### src/rtl/ssx_pkg.sv
package ssx_pkg;
  typedef enum logic [1:0] {
    REG_CTRL = 2'd0,
    REG_STAT = 2'd1,
    REG_TXD  = 2'd2,
    REG_RXD  = 2'd3
  } reg_sel_e;

  localparam int STAT_TXE = 7;
  localparam int STAT_RXF = 6;
  localparam int STAT_OVR = 5;

  localparam int MODE_TX = 0;
  localparam int MODE_RX = 1;
endpackage

### src/rtl/ssx_mode_ctrl.sv
module ssx_mode_ctrl (
  input  logic       clk,
  input  logic       rst_n,
  input  logic       ctrl_wr,
  input  logic [1:0] ctrl_wdata,
  output logic [1:0] mode,
  output logic       halt
);
  logic [1:0] mode_nxt;

  // A bit may rise only when the port is fully stopped; clearing is always honoured.
  always_comb begin
    if (mode == 2'b00) mode_nxt = ctrl_wdata;
    else               mode_nxt = mode & ctrl_wdata;
    halt = ctrl_wr && ((mode & ~ctrl_wdata) != 2'b00);
  end

  always_ff @(posedge clk) begin
    if (!rst_n)       mode <= 2'b00;
    else if (ctrl_wr) mode <= mode_nxt;
  end

  // no enable bit rises from a write issued while the port is running
  p_no_join_r11: assert property (@(posedge clk) disable iff (!rst_n)
    (ctrl_wr && mode != 2'b00) |=> ((mode & ~$past(mode)) == 2'b00));
endmodule

### src/rtl/ssx_bit_engine.sv
module ssx_bit_engine #(
  parameter int DATA_W  = 8,
  parameter int CLK_DIV = 4
) (
  input  logic              clk,
  input  logic              rst_n,
  input  logic              start,
  input  logic              abort,
  input  logic              tx_on,
  input  logic              rx_on,
  input  logic [DATA_W-1:0] tx_byte,
  input  logic              rxd,
  output logic              busy,
  output logic              done,
  output logic [DATA_W-1:0] rx_byte,
  output logic              sclk,
  output logic              txd
);
  localparam int HALF   = CLK_DIV / 2;
  localparam int DIV_W  = (HALF > 1) ? $clog2(HALF) : 1;
  localparam int EDGES  = 2 * DATA_W;
  localparam int EDGE_W = $clog2(EDGES);

  logic              active;
  logic [DIV_W-1:0]  div;
  logic [EDGE_W-1:0] edge_idx;
  logic [DATA_W-1:0] tsh;
  logic [DATA_W-1:0] rsh;
  logic              tick;
  logic              last_edge;

  assign tick      = active && (div == DIV_W'(HALF - 1));
  assign last_edge = (edge_idx == EDGE_W'(EDGES - 1));
  assign done      = tick && last_edge;
  assign busy      = active;
  assign rx_byte   = rsh;

  always_ff @(posedge clk) begin
    if (!rst_n || abort) begin
      active   <= 1'b0;
      div      <= '0;
      edge_idx <= '0;
      tsh      <= '0;
      rsh      <= '0;
      sclk     <= 1'b1;
      txd      <= 1'b1;
    end else if (!active) begin
      if (start) begin
        active   <= 1'b1;
        div      <= '0;
        edge_idx <= '0;
        sclk     <= 1'b0;
        txd      <= tx_on ? tx_byte[0] : 1'b1;
        tsh      <= {1'b1, tx_byte[DATA_W-1:1]};
        rsh      <= '0;
      end
    end else if (tick) begin
      div <= '0;
      if (!edge_idx[0]) begin
        // rising edge: capture the receive line
        sclk     <= 1'b1;
        rsh      <= rx_on ? {rxd, rsh[DATA_W-1:1]} : '0;
        edge_idx <= edge_idx + 1'b1;
      end else if (last_edge) begin
        active   <= 1'b0;
        txd      <= 1'b1;
        edge_idx <= '0;
      end else begin
        // falling edge: present the next bit
        sclk     <= 1'b0;
        txd      <= tx_on ? tsh[0] : 1'b1;
        tsh      <= {1'b1, tsh[DATA_W-1:1]};
        edge_idx <= edge_idx + 1'b1;
      end
    end else begin
      div <= div + 1'b1;
    end
  end

  // line and clock rest high between frames
  p_idle_high_r4: assert property (@(posedge clk) disable iff (!rst_n)
    !busy |-> (sclk && txd));

  // a disabled transmitter never drives a low bit
  p_tx_quiet_r13: assert property (@(posedge clk) disable iff (!rst_n)
    !tx_on |-> txd);

  generate
    if (HALF > 1) begin : g_phase_chk
      // every clock phase inside a frame lasts more than one cycle
      p_phase_len_r4: assert property (@(posedge clk) disable iff (!rst_n)
        (busy && $changed(sclk) && !abort) |=> $stable(sclk));
    end
  endgenerate
endmodule

### src/rtl/ssx_flags.sv
module ssx_flags
  import ssx_pkg::*;
#(
  parameter int DATA_W = 8
) (
  input  logic              clk,
  input  logic              rst_n,
  input  logic              bus_wr,
  input  logic              bus_rd,
  input  logic              bus_dma,
  input  logic [1:0]        bus_addr,
  input  logic [DATA_W-1:0] bus_wdata,
  input  logic              rx_en,
  input  logic              tx_load,
  input  logic              frame_done,
  input  logic [DATA_W-1:0] rx_byte,
  output logic [DATA_W-1:0] tx_data,
  output logic [DATA_W-1:0] rx_data,
  output logic              tx_empty,
  output logic              rx_full,
  output logic              overrun,
  output logic              irq_tx,
  output logic              irq_rx
);
  logic stat_rd, stat_wr, txd_wr, dma_tx, dma_rx, rx_cap;
  logic arm_txe, arm_rxf, arm_ovr;
  logic clr_txe, clr_rxf, clr_ovr;
  logic txe_nxt, rxf_nxt, ovr_nxt;

  assign stat_rd = bus_rd && (bus_addr == REG_STAT);
  assign stat_wr = bus_wr && (bus_addr == REG_STAT);
  assign txd_wr  = bus_wr && (bus_addr == REG_TXD);
  assign dma_tx  = txd_wr && bus_dma;
  assign dma_rx  = bus_rd && bus_dma && (bus_addr == REG_RXD);
  assign rx_cap  = frame_done && rx_en;

  assign clr_txe = stat_wr && arm_txe && !bus_wdata[STAT_TXE];
  assign clr_rxf = stat_wr && arm_rxf && !bus_wdata[STAT_RXF];
  assign clr_ovr = stat_wr && arm_ovr && !bus_wdata[STAT_OVR];

  always_comb begin
    txe_nxt = tx_empty;
    if (tx_load)           txe_nxt = 1'b1;
    if (clr_txe || dma_tx) txe_nxt = 1'b0;

    rxf_nxt = rx_full;
    if (clr_rxf || dma_rx)   rxf_nxt = 1'b0;
    if (rx_cap && !rx_full)  rxf_nxt = 1'b1;

    ovr_nxt = overrun;
    if (clr_ovr)            ovr_nxt = 1'b0;
    if (rx_cap && rx_full)  ovr_nxt = 1'b1;
  end

  always_ff @(posedge clk) begin
    if (!rst_n) begin
      tx_data  <= '0;
      rx_data  <= '0;
      tx_empty <= 1'b1;
      rx_full  <= 1'b0;
      overrun  <= 1'b0;
      arm_txe  <= 1'b0;
      arm_rxf  <= 1'b0;
      arm_ovr  <= 1'b0;
      irq_tx   <= 1'b0;
      irq_rx   <= 1'b0;
    end else begin
      if (txd_wr) tx_data <= bus_wdata;
      if (rx_cap && !rx_full) rx_data <= rx_byte;
      tx_empty <= txe_nxt;
      rx_full  <= rxf_nxt;
      overrun  <= ovr_nxt;
      // a flag is armed for clearing by a read that saw it set; any status write consumes it
      arm_txe  <= txe_nxt && !stat_wr && (arm_txe || (stat_rd && tx_empty));
      arm_rxf  <= rxf_nxt && !stat_wr && (arm_rxf || (stat_rd && rx_full));
      arm_ovr  <= ovr_nxt && !stat_wr && (arm_ovr || (stat_rd && overrun));
      irq_tx   <= txe_nxt && !tx_empty;
      irq_rx   <= rxf_nxt && !rx_full;
    end
  end

  // interrupt pulse accompanies each rise of transmit-empty, and only then
  p_irq_tx_rise_r5: assert property (@(posedge clk) disable iff (!rst_n)
    $rose(tx_empty) |-> irq_tx);
  p_irq_tx_only_r5: assert property (@(posedge clk) disable iff (!rst_n)
    irq_tx |-> $rose(tx_empty));

  // receive interrupt pulse only on a rise of receive-full
  p_irq_rx_only_r7: assert property (@(posedge clk) disable iff (!rst_n)
    irq_rx |-> $rose(rx_full));

  // a frame landing on a full buffer raises overrun and keeps the old byte
  p_overrun_r8: assert property (@(posedge clk) disable iff (!rst_n)
    (rx_cap && rx_full) |=> (overrun && $stable(rx_data)));

  // DMA read of received data empties the buffer
  p_dma_rx_r10: assert property (@(posedge clk) disable iff (!rst_n)
    (dma_rx && rx_full) |=> !rx_full);

  // writing ones leaves the flags alone
  p_write_one_r3: assert property (@(posedge clk) disable iff (!rst_n)
    (stat_wr && bus_wdata[STAT_OVR] && !rx_cap) |=> $stable(overrun));
endmodule

### src/rtl/sync_serial_xcvr.sv
module sync_serial_xcvr
  import ssx_pkg::*;
#(
  parameter int DATA_W  = 8,
  parameter int CLK_DIV = 4
) (
  input  logic              clk,
  input  logic              rst_n,
  input  logic              bus_wr,
  input  logic              bus_rd,
  input  logic              bus_dma,
  input  logic [1:0]        bus_addr,
  input  logic [DATA_W-1:0] bus_wdata,
  output logic [DATA_W-1:0] bus_rdata,
  output logic              irq_tx,
  output logic              irq_rx,
  output logic              sclk,
  output logic              txd,
  input  logic              rxd
);
  logic [1:0]        mode;
  logic              halt;
  logic              ctrl_wr;
  logic              busy, frame_done, start, tx_load, can_go;
  logic              tx_empty, rx_full, overrun;
  logic [DATA_W-1:0] tx_data, rx_data, rx_byte;

  assign ctrl_wr = bus_wr && (bus_addr == REG_CTRL);

  ssx_mode_ctrl u_mode (
    .clk       (clk),
    .rst_n     (rst_n),
    .ctrl_wr   (ctrl_wr),
    .ctrl_wdata(bus_wdata[1:0]),
    .mode      (mode),
    .halt      (halt)
  );

  // frame launch: transmit modes wait for a handed-over byte, receive-only free-runs
  assign can_go  = !busy && !overrun && !halt;
  assign tx_load = can_go && mode[MODE_TX] && !tx_empty;
  assign start   = tx_load || (can_go && !mode[MODE_TX] && mode[MODE_RX]);

  ssx_bit_engine #(.DATA_W(DATA_W), .CLK_DIV(CLK_DIV)) u_engine (
    .clk    (clk),
    .rst_n  (rst_n),
    .start  (start),
    .abort  (halt),
    .tx_on  (mode[MODE_TX]),
    .rx_on  (mode[MODE_RX]),
    .tx_byte(tx_data),
    .rxd    (rxd),
    .busy   (busy),
    .done   (frame_done),
    .rx_byte(rx_byte),
    .sclk   (sclk),
    .txd    (txd)
  );

  ssx_flags #(.DATA_W(DATA_W)) u_flags (
    .clk       (clk),
    .rst_n     (rst_n),
    .bus_wr    (bus_wr),
    .bus_rd    (bus_rd),
    .bus_dma   (bus_dma),
    .bus_addr  (bus_addr),
    .bus_wdata (bus_wdata),
    .rx_en     (mode[MODE_RX]),
    .tx_load   (tx_load),
    .frame_done(frame_done),
    .rx_byte   (rx_byte),
    .tx_data   (tx_data),
    .rx_data   (rx_data),
    .tx_empty  (tx_empty),
    .rx_full   (rx_full),
    .overrun   (overrun),
    .irq_tx    (irq_tx),
    .irq_rx    (irq_rx)
  );

  always_comb begin
    bus_rdata = '0;
    case (bus_addr)
      REG_CTRL: bus_rdata[1:0] = mode;
      REG_STAT: begin
        bus_rdata[STAT_TXE] = tx_empty;
        bus_rdata[STAT_RXF] = rx_full;
        bus_rdata[STAT_OVR] = overrun;
      end
      REG_TXD:  bus_rdata = tx_data;
      default:  bus_rdata = rx_data;
    endcase
  end

  // an idle port stays idle while overrun is pending
  p_freeze_r9: assert property (@(posedge clk) disable iff (!rst_n)
    (overrun && !busy) |=> !busy);

  // with both enables off no frame is in flight
  p_stopped_r13: assert property (@(posedge clk) disable iff (!rst_n)
    (mode == 2'b00) |-> !busy);
endmodule

### config.mk
export PLATFORM = sky130hd
export DESIGN_NAME = sync_serial_xcvr
export DESIGN_NICKNAME = d
export VERILOG_FILES = /design/src/rtl/ssx_pkg.sv /design/src/rtl/ssx_mode_ctrl.sv /design/src/rtl/ssx_bit_engine.sv /design/src/rtl/ssx_flags.sv /design/src/rtl/sync_serial_xcvr.sv
export SDC_FILE = /design/constraint.sdc
export NUM_CORES = 1
export LEC_CHECK = 0
export ABC_AREA = 1
export BUFFER_PORTS_ARGS = -buffer_cell sky130_fd_sc_hd__buf_2
export CAP_MARGIN = 20
export CORE_ASPECT_RATIO = 0.6
export CORE_UTILIZATION = 42
export CTS_CLUSTER_SIZE = 10
export DETAILED_ROUTE_END_ITERATION = 10
export GPL_TIMING_DRIVEN = 0
export PLACE_DENSITY = 0.63
export SYNTH_ARGS = -nofsm -noshare
export SYNTH_HDL_FRONTEND = slang
export SYNTH_SLANG_ARGS = --single-unit
### constraint.sdc
create_clock -name clk -period 2.5 [get_ports clk]
set_input_delay 0.25 -clock clk [delete_from_list [all_inputs] [get_ports clk]]
set_output_delay 0.25 -clock clk [all_outputs]
set_load 0.01 [all_outputs]
# == After elaboration in Yosys (flattened, before gate mapping) ==
# Index checks and enable logic that the tools add are counted.
# classes
n_mux,44
n_bitwise,3
n_reduce_logical,64
n_eq_ne,9
addsub,2
# op_table
operator,count
8-bit 2-to-1 mux,10
1-bit logical AND,36
1-bit 2-to-1 mux,25
4-bit 2-to-1 mux,5
1-bit logical NOT,11
3-bit one-hot mux with 3 select lines,1
3-bit AND reduction,3
2-bit inequality test (second input constant),4
1-bit logical OR,7
2-bit one-hot mux with 3 select lines,1
3-bit one-hot mux with 2 select lines,1
4-bit by 1-bit adder with 4-bit output (second input constant),1
2-bit bitwise AND,2
2-bit equality test (second input constant),2
4-bit equality test (second input constant),1
2-bit logical NOT,2
4-bit AND reduction,1
2-bit nonzero test,2
3-bit inequality test (second input constant),1
2-bit by 1-bit equality test with 1-bit output (second input constant),1
2-bit 2-to-1 mux,1
2-bit NOT,1
2-bit AND reduction,1
2-bit OR reduction,1
1-bit adder (second input constant),1
# word_totals
wordCells,140
output_inout_bits,12
register_bits,50

# == Depth between registers and ports, before layout ==
# logic_depth
word_depth,12
depth_mapped,10
mapped_depth_nobuf,10

# == Cells and area by module ==
# Synthesis repeated with hierarchy kept, for this count alone.
# unflattened
hier_cells,381
area_unflattened_um2,2587.5
# by_module_without_submodules
module,cells_each,area_per_inst_um2,n_inst
ssx_bit_engine,197,1283.7,1
ssx_flags,121,942.2,1
sync_serial_xcvr,47,257.7,1
ssx_mode_ctrl,16,103.8,1

# == Worst setup path after synthesis ==
# Ideal clock, no wire load.
# synth_timing
kind,reg2reg
startpoint,register u_engine.edge_idx[0]
endpoint,register u_engine.tsh[3]
required_ns,2.385
setup_slack_ns,1.008
stages_incl_launch_ff,9
arrival_time_ns,1.377
path_buffers,1
path_cell_list,dfxtp_1 ha_1 nand2_1 nor2_2 o21ai_1 buf_2 nand3_1 nand2_1 nor2_1
# synth_via
elab_chain_cells,3
elab_cells_between_ends,4
# synth_lines
element,line_no,source
start: declaration,ssx_bit_engine.sv:26,logic [EDGE_W-1:0] edge_idx;
start signal: assignment,ssx_bit_engine.sv:63,edge_idx <= edge_idx + 1'b1;
start signal: assignment,ssx_bit_engine.sv:73,edge_idx <= edge_idx + 1'b1;
4-bit equality test,ssx_bit_engine.sv:33,assign last_edge = (edge_idx == EDGE_W'(EDGES - 1));
2-bit inequality test (no line),--,
4-bit AND reduction (no line) *,--,
end signal: assignment,ssx_bit_engine.sv:54,"tsh <= {1'b1, tx_byte[DATA_W-1:1]};"
end signal: assignment,ssx_bit_engine.sv:72,"tsh <= {1'b1, tsh[DATA_W-1:1]};"
end: declaration,ssx_bit_engine.sv:27,logic [DATA_W-1:0] tsh;
# Mark *: on every way between the ends. The rest lies on a longest branch, timed or not.
# A chain may end at the register's enable or synchronous reset.

# == Worst setup path after layout ==
# layout_timing
startpoint,register u_engine.edge_idx[0]
endpoint,register u_flags.rx_data[4]
# layout_via
elab_chain_cells,4
# layout_lines
element,line_no,source
4-bit equality test,ssx_bit_engine.sv:33,
1-bit logical AND,ssx_bit_engine.sv:34,assign done = tick && last_edge;
1-bit logical AND,ssx_flags.sv:35,assign rx_cap = frame_done && rx_en;
1-bit logical AND,ssx_flags.sv:69,if (rx_cap && !rx_full) rx_data <= rx_byte;
end signal: assignment,ssx_flags.sv:69,
end: declaration,ssx_flags.sv:18,"output logic [DATA_W-1:0] rx_data,"
# Every way passes these cells.

==> flow_summary_export.csv <==
group,metric,value,unit
worst_setup_path,startpoint,"u_engine.edge_idx[0]",
power,p_sw_frac,0.300,
global_route,grt_usage,0.219,
yosys,syn_nets,349,
power,powerDensity,701,nW/um^2
clock_network,cts_htree_levels,2,
yosys,yosysWarnings,0,
cells_and_area,utilization,0.508,
worst_setup_path,crit_fanout,10,
placed_design,placed_cell_area,2510,sq um
yosys,synth.area.mux_share,0,
cells_and_area,antenna_cells,0,
clock_network,clkTransAtPathRegs,0.10,ns
timing,slew_violations,0,
worst_setup_path,crit_arrival,2.09,ns
die,core_area,5150,sq um
clock_network,worstSkewPairLatency,0.31,ns
power,power.switching,0.000551,W
worst_setup_path,worst_path_max_delay_cell,"dfxtp_1",
detailed_routing,drc,0,
detailed_routing,viasPerCell,5.01,
global_route,grt_pass1_vias,1991,
yosys,yosys.area_share.simple,0.270,
global_route,grt_max_degree,16,
status,status,"completed",
yosys,synth_cells,332,
yosys,ys_seq_area_frac,0.436,
placed_design,gp_congestion,0.879,
clock_network,postCtsHoldBufs,0,
timing,fmax,541,MHz
min_path,min_to,"u_mode.mode[0]",
power,seqPwrFrac,0.494,
worst_setup_path,cp.required,2.74,ns
yosys,synth_top_family_by_area,"simple AND/OR/NAND/NOR gates",
cells_and_area,syn_to_final_growth,14.2,%
power,comb_power_share,0.196,
cells_and_area,fin_nets,383,
power,p_int,0.00129,W
worst_setup_path,reg2reg_setup_slack,0.65,ns
worst_setup_path,critical-path-top-delay-family,"simple AND/OR/NAND/NOR gates",
worst_setup_path,cp-start-kind,"register",
die,die_h,59.3,microns
placed_design,dp_hpwl,4380,microns
detailed_routing,dr.pass1.iters,4,
min_path,hold_class,"input port to register",
power,power.leakage,1.16,nW
cells_and_area,layout_commonest_cell,"nand2_1",
worst_setup_path,cpMostUsedCell,"nor2_2",
worst_setup_path,cp_num_buf_inv,1,
detailed_routing,wl_per_cell,13.2,microns
worst_setup_path,r2r-start,"u_engine.edge_idx[0]",
min_path,whs_path_depth,3,
timing,hold_violations,0,
die,rows,20,
worst_setup_path,path_cells,"ha_1 -> nand2_1 -> nor2_2 -> nand3_1 -> nor2_2 -> buf_4 -> o21ai_0 -> a21oi_1",
yosys,ys_ff_latch,50,
timing,rsz0062_at_grt,"no",
clock_network,clock-sinks,50,
yosys,avgSynthCellArea,6.91,sq um
timing,fin_skew,0.0136,ns
yosys,synthXorXnorAreaFrac,0.00382,
timing,report.final.setup_viol,0,
clock_network,cts_inserted_buffers,5,
timing,period_share,0.740,
timing,totalNegativeSetupSlack,0,ns
worst_setup_path,ff2ff_path_depth,8,
power,power.total,0.00184,W
yosys,synthAdderAreaFrac,0.00545,
cells_and_area,drive_above_1_share,0.158,
clock_network,cts_tree,"yes",
timing,tightest_slew,0.429,ns
die,ios,28,
global_route,grt_pass1_wl,9710,microns
yosys,netlist_area,2290,sq um
clock_network,cts_buffer_depth,2,
worst_setup_path,crit_type,"register to register",
global_route,antenna_found_initial,0,
timing,relSlewSlack,0.714,
flow_run,drv_cap,0,
clock_network,post_cts_buffers,0,
detailed_routing,vias,2168,
power,vdd_drop_max,0.000290,V
worst_setup_path,regToRegEndpoint,"u_flags.rx_data[4]",
worst_setup_path,critPathMaxStageDelay,0.47,ns
cells_and_area,final_area,2620,sq um
die,initial_core_util,0.445,
yosys,synth_compound_area_frac,0.188,
global_route,overflow,0,
cells_and_area,final_cell_mix,"59 x nand2_1, 56 x nor2_1, 50 x dfxtp_1, 38 x a21oi_1, 34 x inv_1",
detailed_routing,drt_iter0_drc,107,
yosys,ys_types,26,
clock_network,cts-root-buf,"clkbuf_8",
die,dieArea,5770,sq um
placed_design,io_buffers,27,
power,p_clk_frac,0.310,
die,die_x,97.4,microns
min_path,hp-start,"bus_wdata[0]",
worst_setup_path,end_kind,"register",
timing,post-route-min-period,1.85,ns
timing,whs,0.225,ns
detailed_routing,drt_wl_total,5730,microns
clock_network,cts_resized,0,
detailed_routing,ant_nets,0,
-- cells by family after synthesis --
| group | count (synthesis) |
|---|---|
| AO/OA/AOI/OAI | 79 |
| XOR/XNOR | 1 |
| adder cells (fa/ha/maj) | 1 |
| buffers and inverters | 52 |
| flip-flops | 50 |
| AND/OR/NAND/NOR | 149 |
-- flip-flops by register name, summed over array words and instances, names as in the netlist, 2 cells and up --
name and count:
u_flags.rx_data 8, u_engine.tsh 8, u_flags.tx_data 8, u_engine.rx_byte 8, u_mode.mode 2, u_engine.edge_idx 4
-- layer usage --
metal	part of all wire	GRT usage
met1	0.55	0.343
met2	0.37	0.292
met3	0.068	0.0507
met4	0.0058	0.0630
met5	0	0
-- cells in the mapped netlist --
master | instances | area [sq um]
inv_2 | 4 | 15.0
nand2_1 | 59 | 221
o221ai_1 | 5 | 43.8
xor2_1 | 1 | 8.76
dfxtp_1 | 50 | 1000
buf_6 | 1 | 11.3
ha_1 | 1 | 12.5
nand3_1 | 25 | 125
a31oi_1 | 2 | 12.5
o21ai_0 | 29 | 145
a21oi_2 | 1 | 8.76
nor3_1 | 1 | 5.00
clkbuf_1 | 3 | 11.3
o31ai_1 | 1 | 7.51
buf_4 | 3 | 22.5
clkinv_1 | 1 | 3.75
nand2_2 | 4 | 25.0
nand3_2 | 1 | 10.0
a21oi_1 | 38 | 190
o21ai_1 | 1 | 5.00
buf_2 | 6 | 30.0
nor2_2 | 2 | 12.5
nor2_1 | 56 | 210
inv_1 | 34 | 128
nor2_4 | 1 | 11.3
a221oi_1 | 2 | 17.5
-- per-stage QoR --
step,instances,setup slack [ns]
after floorplan,332,1.01
after global placement,425,0.715
after detailed placement,425,0.709
after CTS,433,0.652
after global routing,433,0.472
final,433,0.651
-- layout make-up --
cell class	count	area [sq um]
sequential	50	1000
fill	541	2530
tap	66	82.6
buffer	13	75.1
clock inverter	3	40.0
inverter	39	146
timing repair buffer	27	135
multi-input combinational	230	1070
clock buffer	5	68.8
-- power by group through the flow --
stage | combinational [W] | sequential (W) | clock, W
4_1_cts | 0.000360 | 0.000908 | 0.000582
3_5_place_dp | 0.000358 | 0.000926 | 0
2_1_floorplan | 0.000269 | 0.000916 | 0
3_3_place_gp | 0.000357 | 0.000924 | 0
6_report | 0.000361 | 0.000908 | 0.000569
5_1_grt | 0.000422 | 0.000917 | 0.000609
-- worst register-to-register path: cells and delay by family, from the launching register on --
kind / cells / cell delay [ns]
fa+ha+maj: 1 / 0.21
buf+inv: 1 / 0.19
flops: 1 / 0.47
simple gates: 4 / 0.68
compound gates: 2 / 0.22
-- worst max-delay path by stage --
stage	end	slack, ns	depth (start not counted)
6_report	u_flags.rx_data[4]	0.65	8
3_3_place_gp	u_flags.rx_data[4]	0.71	8
5_1_grt	u_flags.arm_rxf	0.47	9
3_5_place_dp	u_flags.rx_data[6]	0.71	8
2_1_floorplan	u_engine.tsh[3]	1.01	8
4_1_cts	u_flags.rx_data[4]	0.65	8
Note: power is estimated with default switching activity, not from simulation.
